===== src/rtl/gis_pkg.sv =====
`timescale 1ns/1ps
package gis_pkg;

  // Register selector; the first four values index the configuration array.
  typedef enum logic [2:0] {
    SEL_ENABLE = 3'd0,
    SEL_MODE_A = 3'd1,
    SEL_MODE_B = 3'd2,
    SEL_MODE_C = 3'd3,
    SEL_FLAGS  = 3'd4,
    SEL_NONE   = 3'd7
  } gis_sel_e;

  localparam int unsigned OFF_ENABLE = 'h00;
  localparam int unsigned OFF_MODE_A = 'h04;
  localparam int unsigned OFF_MODE_B = 'h08;
  localparam int unsigned OFF_MODE_C = 'h0C;
  localparam int unsigned OFF_FLAGS  = 'h10;

  // Per-pin trigger mode: lvl selects level sensing, pol picks high/rising,
  // both picks two-edge detection when not level sensed.
  typedef struct packed {
    logic lvl;
    logic pol;
    logic both;
  } gis_mode_t;

  function automatic logic gis_cond(input gis_mode_t m, input logic cur, input logic prev);
    logic rise;
    logic fall;
    rise = cur & ~prev;
    fall = ~cur & prev;
    if (m.lvl)       return m.pol ? cur : ~cur;
    else if (m.both) return rise | fall;
    else             return m.pol ? rise : fall;
  endfunction

endpackage


===== src/rtl/gis_decode.sv =====
`timescale 1ns/1ps
module gis_decode
  import gis_pkg::*;
#(
  parameter int unsigned ADDR_W = 5
) (
  input  logic [ADDR_W-1:0] addr_i,
  output gis_sel_e          sel_o
);

  always_comb begin
    if      (addr_i == ADDR_W'(OFF_ENABLE)) sel_o = SEL_ENABLE;
    else if (addr_i == ADDR_W'(OFF_MODE_A)) sel_o = SEL_MODE_A;
    else if (addr_i == ADDR_W'(OFF_MODE_B)) sel_o = SEL_MODE_B;
    else if (addr_i == ADDR_W'(OFF_MODE_C)) sel_o = SEL_MODE_C;
    else if (addr_i == ADDR_W'(OFF_FLAGS))  sel_o = SEL_FLAGS;
    else                                    sel_o = SEL_NONE;
  end

endmodule


===== src/rtl/gis_cfg_regs.sv =====
`timescale 1ns/1ps
module gis_cfg_regs
  import gis_pkg::*;
#(
  parameter int unsigned NPINS = 32
) (
  input  logic             clk,
  input  logic             rst_n,
  input  logic             wr_i,
  input  gis_sel_e         sel_i,
  input  logic [NPINS-1:0] wdata_i,
  output logic [NPINS-1:0] en_o,
  output logic [NPINS-1:0] pol_o,
  output logic [NPINS-1:0] lvl_o,
  output logic [NPINS-1:0] both_o
);

  localparam int unsigned NREGS = 4;

  logic [NPINS-1:0] regs_q [NREGS];

  for (genvar r = 0; r < NREGS; r++) begin : g_reg
    always_ff @(posedge clk or negedge rst_n) begin
      if (!rst_n)
        regs_q[r] <= '0;
      else if (wr_i && (sel_i == gis_sel_e'(3'(r))))
        regs_q[r] <= wdata_i;
    end
  end

  assign en_o   = regs_q[0];
  assign pol_o  = regs_q[1];
  assign lvl_o  = regs_q[2];
  assign both_o = regs_q[3];

endmodule


===== src/rtl/gis_edge_detect.sv =====
`timescale 1ns/1ps
module gis_edge_detect
  import gis_pkg::*;
#(
  parameter int unsigned NPINS = 32
) (
  input  logic             clk,
  input  logic             rst_n,
  input  logic [NPINS-1:0] pin_i,
  input  logic [NPINS-1:0] en_i,
  input  logic [NPINS-1:0] pol_i,
  input  logic [NPINS-1:0] lvl_i,
  input  logic [NPINS-1:0] both_i,
  output logic [NPINS-1:0] hit_o
);

  // Delayed copy tracks the pins unconditionally so mode or enable changes
  // never see a stale history.
  logic [NPINS-1:0] prev_q;

  always_ff @(posedge clk or negedge rst_n) begin
    if (!rst_n) prev_q <= '0;
    else        prev_q <= pin_i;
  end

  for (genvar i = 0; i < NPINS; i++) begin : g_pin
    gis_mode_t mode;
    assign mode     = '{lvl: lvl_i[i], pol: pol_i[i], both: both_i[i]};
    assign hit_o[i] = en_i[i] & gis_cond(mode, pin_i[i], prev_q[i]);
  end

endmodule


===== src/rtl/gis_flags.sv =====
`timescale 1ns/1ps
module gis_flags #(
  parameter int unsigned NPINS = 32
) (
  input  logic             clk,
  input  logic             rst_n,
  input  logic [NPINS-1:0] hit_i,
  input  logic [NPINS-1:0] clr_i,
  output logic [NPINS-1:0] flags_o
);

  logic [NPINS-1:0] flags_q;

  // A new hit outranks a clear aimed at the same bit.
  always_ff @(posedge clk or negedge rst_n) begin
    if (!rst_n) flags_q <= '0;
    else        flags_q <= (flags_q & ~clr_i) | hit_i;
  end

  assign flags_o = flags_q;

endmodule


===== src/rtl/gpio_irq_sense.sv =====
`timescale 1ns/1ps
module gpio_irq_sense
  import gis_pkg::*;
#(
  parameter int unsigned NPINS  = 32,
  parameter int unsigned ADDR_W = 5
) (
  input  logic              clk,
  input  logic              rst_n,
  input  logic [NPINS-1:0]  pin_i,
  input  logic              bus_wr,
  input  logic [ADDR_W-1:0] bus_addr,
  input  logic [NPINS-1:0]  bus_wdata,
  output logic [NPINS-1:0]  bus_rdata,
  output logic              irq_o
);

  gis_sel_e         sel;
  logic [NPINS-1:0] en_q;
  logic [NPINS-1:0] pol_q;
  logic [NPINS-1:0] lvl_q;
  logic [NPINS-1:0] both_q;
  logic [NPINS-1:0] hit;
  logic [NPINS-1:0] clr;
  logic [NPINS-1:0] flags_q;

  gis_decode #(.ADDR_W(ADDR_W)) u_dec (
    .addr_i (bus_addr),
    .sel_o  (sel)
  );

  gis_cfg_regs #(.NPINS(NPINS)) u_cfg (
    .clk     (clk),
    .rst_n   (rst_n),
    .wr_i    (bus_wr),
    .sel_i   (sel),
    .wdata_i (bus_wdata),
    .en_o    (en_q),
    .pol_o   (pol_q),
    .lvl_o   (lvl_q),
    .both_o  (both_q)
  );

  gis_edge_detect #(.NPINS(NPINS)) u_det (
    .clk    (clk),
    .rst_n  (rst_n),
    .pin_i  (pin_i),
    .en_i   (en_q),
    .pol_i  (pol_q),
    .lvl_i  (lvl_q),
    .both_i (both_q),
    .hit_o  (hit)
  );

  assign clr = (bus_wr && sel == SEL_FLAGS) ? bus_wdata : '0;

  gis_flags #(.NPINS(NPINS)) u_flg (
    .clk     (clk),
    .rst_n   (rst_n),
    .hit_i   (hit),
    .clr_i   (clr),
    .flags_o (flags_q)
  );

  always_comb begin
    case (sel)
      SEL_ENABLE: bus_rdata = en_q;
      SEL_MODE_A: bus_rdata = pol_q;
      SEL_MODE_B: bus_rdata = lvl_q;
      SEL_MODE_C: bus_rdata = both_q;
      SEL_FLAGS:  bus_rdata = flags_q;
      default:    bus_rdata = '0;
    endcase
  end

  assign irq_o = |flags_q;

endmodule


===== config.mk =====
export PLATFORM = sky130hd
export DESIGN_NAME = gpio_irq_sense
export DESIGN_NICKNAME = d
export VERILOG_FILES = /design/src/rtl/gis_pkg.sv /design/src/rtl/gis_decode.sv /design/src/rtl/gis_cfg_regs.sv /design/src/rtl/gis_edge_detect.sv /design/src/rtl/gis_flags.sv /design/src/rtl/gpio_irq_sense.sv
export SDC_FILE = /design/constraint.sdc
export NUM_CORES = 1
export LEC_CHECK = 0
export CAP_MARGIN = 10
export CORE_UTILIZATION = 62
export DETAILED_ROUTE_END_ITERATION = 7
export PLACE_DENSITY = 0.86
export SLEW_MARGIN = 25
export SYNTH_ARGS = -nofsm -noshare
export SYNTH_HDL_FRONTEND = slang
export SYNTH_HIERARCHICAL = 1
export SYNTH_SLANG_ARGS = --single-unit

===== constraint.sdc =====
create_clock -name clk -period 5.7 [get_ports clk]
set_input_delay 1.14 -clock clk [delete_from_list [all_inputs] [get_ports clk]]
set_output_delay 1.14 -clock clk [all_outputs]
set_load 0.005 [all_outputs]

==> impl_metrics.ini <==
[sta]
maxClockFrequency_ghz = 0.197
final_period_util_pct = 89.0
timing.setup.tns_ns = 0
setup_slack_ns = 0.629
worst_slew_margin_rel_pct = 30.4
period_minus_slack_ns = 5.07
setup_failing_eps_final = 0
maxSlewViolCount = 0
finClkSkew_ns = 0.00889
max_slew.worst_pin.slew_ns = 1.04
grt_setup_unrepaired = no
final_hold_violating_endpoints = 0

[synthesis]
number_of_enable_type_register_cells_in_the_synthesized_netlist = 0
yosysTopAreaCellShare_pct = 44.8
ys_seq_elements = 192
synthDominantAreaCellType = sky130_fd_sc_hd__dfrtp_1
yosys_warnings = 6
syn_area_per_cell_um2 = 11.5
post_synth_cell_types = 34
syn_nets = 1067
synth_sequential_area_ratio_pct = 44.8
postSynth.topFlopCell = sky130_fd_sc_hd__dfrtp_1
synth.cell_area_um2 = 10700
synth_top_cells_by_area = sky130_fd_sc_hd__dfrtp_1, sky130_fd_sc_hd__mux2_2, sky130_fd_sc_hd__ha_1
async_flop_share_pct = 100
post_synth_inst_count = 931

[final_layout]
sequential_cell_area_um2 = 4800
stdcell_count = 1267
multiInputGateArea_um2 = 5280
final_net_count = 1171
num_antenna_cells = 0
layout.cells.most_common_list = sky130_fd_sc_hd__dfrtp_1, sky130_fd_sc_hd__mux2_2, sky130_fd_sc_hd__clkdlybuf4s50_1
syn2layout_area_growth_pct = 17.1
design_area_um2 = 12600
leading_cell_type_in_the_layout_fill_and_taps_excluded = sky130_fd_sc_hd__dfrtp_1
layout-drive-gt1-share_pct = 20.2
final.fill_count = 1134

[die]
core_area_um2 = 16800
die-width_um = 133
fp-row-count = 47
initial_utilization_pct = 64.0
die-area_um2 = 17800
io_pins = 105
chipHeight_um = 133

[placement]
placed_cell_area_um2 = 12000
place_worst_setup_slack_ns = 0.696
placedCellCount = 1236
place_congestion = 0.856
port_buffers = 104
detailed_place_hpwl_um = 16900

[global_route]
antenna_found_initial = 0
track_usage_pct = 30.5
first_global_vias = 8090
grt_first_pass_wirelength_um = 41900
overflow = 0
grt_start_max_net_pins = 101

[cts]
tritoncts.num_buffers = 17
tritoncts = yes
clk_pin_slew_worst_paths_ns = 0.07
numClockSinks = 192
cts_resized = 0
postCtsSetupRepairBufs = 0
insertion_delay_ns = 0.44
hold_buffers = 0
max-clock-path-buffers = 2
htree_num_levels = 4
clock_root_buffer = sky130_fd_sc_hd__clkbuf_16

[run_status]
outcome = finished, final reports clean

[detailed_routing]
routed_via_density = 6.07
ant_nets = 0
detail_route.iter0.violations = 427
route.detailed.drc = 0
vias_after_detailed_routing = 7694
drt-wirelength-per-cell_um = 20.3
drt_pre_antenna_iters = 4
routed_wirelength_um = 25700

[power]
clkPwrFrac_pct = 34.2
p_sw_share_pct = 27.3
ir_drop_mv = 0.228
internal_pwr_total_mw = 2.57
comb_power_share_pct = 17.3
power.static_leakage_nw = 5.94
p_per_area_nw_per_um2 = 282
switchingPower_mw = 0.969
seqPwrFrac_pct = 48.5

[worst_setup_path]
path_common_cell = sky130_fd_sc_hd__clkdlybuf4s50_1
path_cells = clkdlybuf4s50_1, a2111o_1, nor2b_2, buf_4, a32oi_1, o21ai_1, clkdlybuf4s50_1
worst-endpoint-required_ns = 4.56
worstSetupPathType = in2out
critPathCaptureType = output pin
critical-path-slowest-cell = sky130_fd_sc_hd__nor2b_2
worst_path_largest_cell_delay_ns = 0.62
reg2reg_slack_ns = 4.22
reg2regPathDepth = 6
reg2reg_from = u_det/prev_q[23]
timing.critical_path.fanout_max = 16
worst-path-buf-inv = 3
crit_arrival_ns = 3.93
critPathLaunchType = input pin
worst_r2r_endpoint = u_flg/flags_o[23]
critical-path-top-delay-family = buffers and inverters

[min_path]
worst_hold_path_type = reg2reg
worst_hold_path.endpoint = u_flg/flags_o[13]
hold-path-cell-count = 1
hold_crit_start = u_flg/flags_o[13]

[run]
maxCapViolations = 0
==> final cells by class <==
cell class / count / share of cell area (%)
Clock inverter: 12 / 1.28
Timing Repair Buffer: 127 / 9.90
Inverter: 97 / 2.90
Clock buffer: 19 / 3.45
Multi-Input combinational cell: 600 / 42.0
Tap cell: 220 / 2.19
Sequential cell: 192 / 38.3
==> routing by layer <==
| metal | GRT usage [%] | vias up | wire length (µm) |
|---|---|---|---|
| met5 | 0 | - | 0 |
| met4 | 12.1 | 0 | 657 |
| met3 | 5.97 | 60 | 1530 |
| met2 | 50.2 | 270 | 12700 |
| met1 | 39.7 | 3868 | 10800 |
| li1 | - | 3496 | - |
==> cells in the mapped netlist (all sizes together), types with 10 or more instances <==
cell / number
a21boi: 32
a21o: 32
a21oi: 32
a22oi: 31
a32oi: 32
and2: 32
buf: 32
clkbuf: 10
dfrtp: 192
ha: 64
inv: 97
mux2: 192
nand2: 33
o21ai: 64
xnor2: 32
==> power groups by stage <==
stage                     Clock, mW  Sequential [mW]  Combinational (mW)
after global routing           1.28             1.74               0.673
after floorplan                   0             1.68               0.397
after detailed placement          0             1.74               0.604
final                          1.21             1.72               0.614
after CTS                      1.23             1.71               0.610
after global placement            0             1.73               0.576
==> worst max-delay path by stage <==
stage / startpoint / endpoint / slack (ns) / cells past startpoint
floorplan: bus_addr[3] / bus_rdata[0] / 2.10 / 7
global placement: bus_addr[3] / bus_rdata[0] / 0.67 / 7
detailed placement: bus_addr[3] / bus_rdata[0] / 0.70 / 7
CTS: bus_addr[3] / bus_rdata[0] / 0.69 / 7
global route: bus_addr[4] / bus_rdata[10] / 0.57 / 7
finish: bus_addr[4] / bus_rdata[29] / 0.63 / 7
==> flip-flops by register name, indices dropped and copies added, names as in the netlist <==
signal,flops
u_cfg/lvl_o,32
u_cfg/en_o,32
u_flg/flags_o,32
u_det/prev_q,32
u_cfg/pol_o,32
u_cfg/both_o,32
==> metrics by stage <==
step                hold WS [ns]  power [mW]  util, %
detailed placement         0.494        2.34     71.4
global route               0.532        3.70     74.9
finish                     0.511        3.54     74.9
CTS                        0.512        3.56     74.9
global placement           0.490        2.30     71.4
floorplan                  0.472        2.08        -
==> logic make-up (layout without fill, tap and decap cells) <==
logic type	count (synthesis)	count (layout)	share of synthesized area, %
and+or+nand+nor	86	86	4.59
AOI/OAI and AO/OA	226	226	14.0
xor gates and xnor gates	32	32	2.61
buffers and inverters	139	255	6.29
DFF	192	192	44.8
adders and majority gates	64	64	7.47
muxes	192	192	20.2
Note: power is estimated with default switching activity, not from simulation.
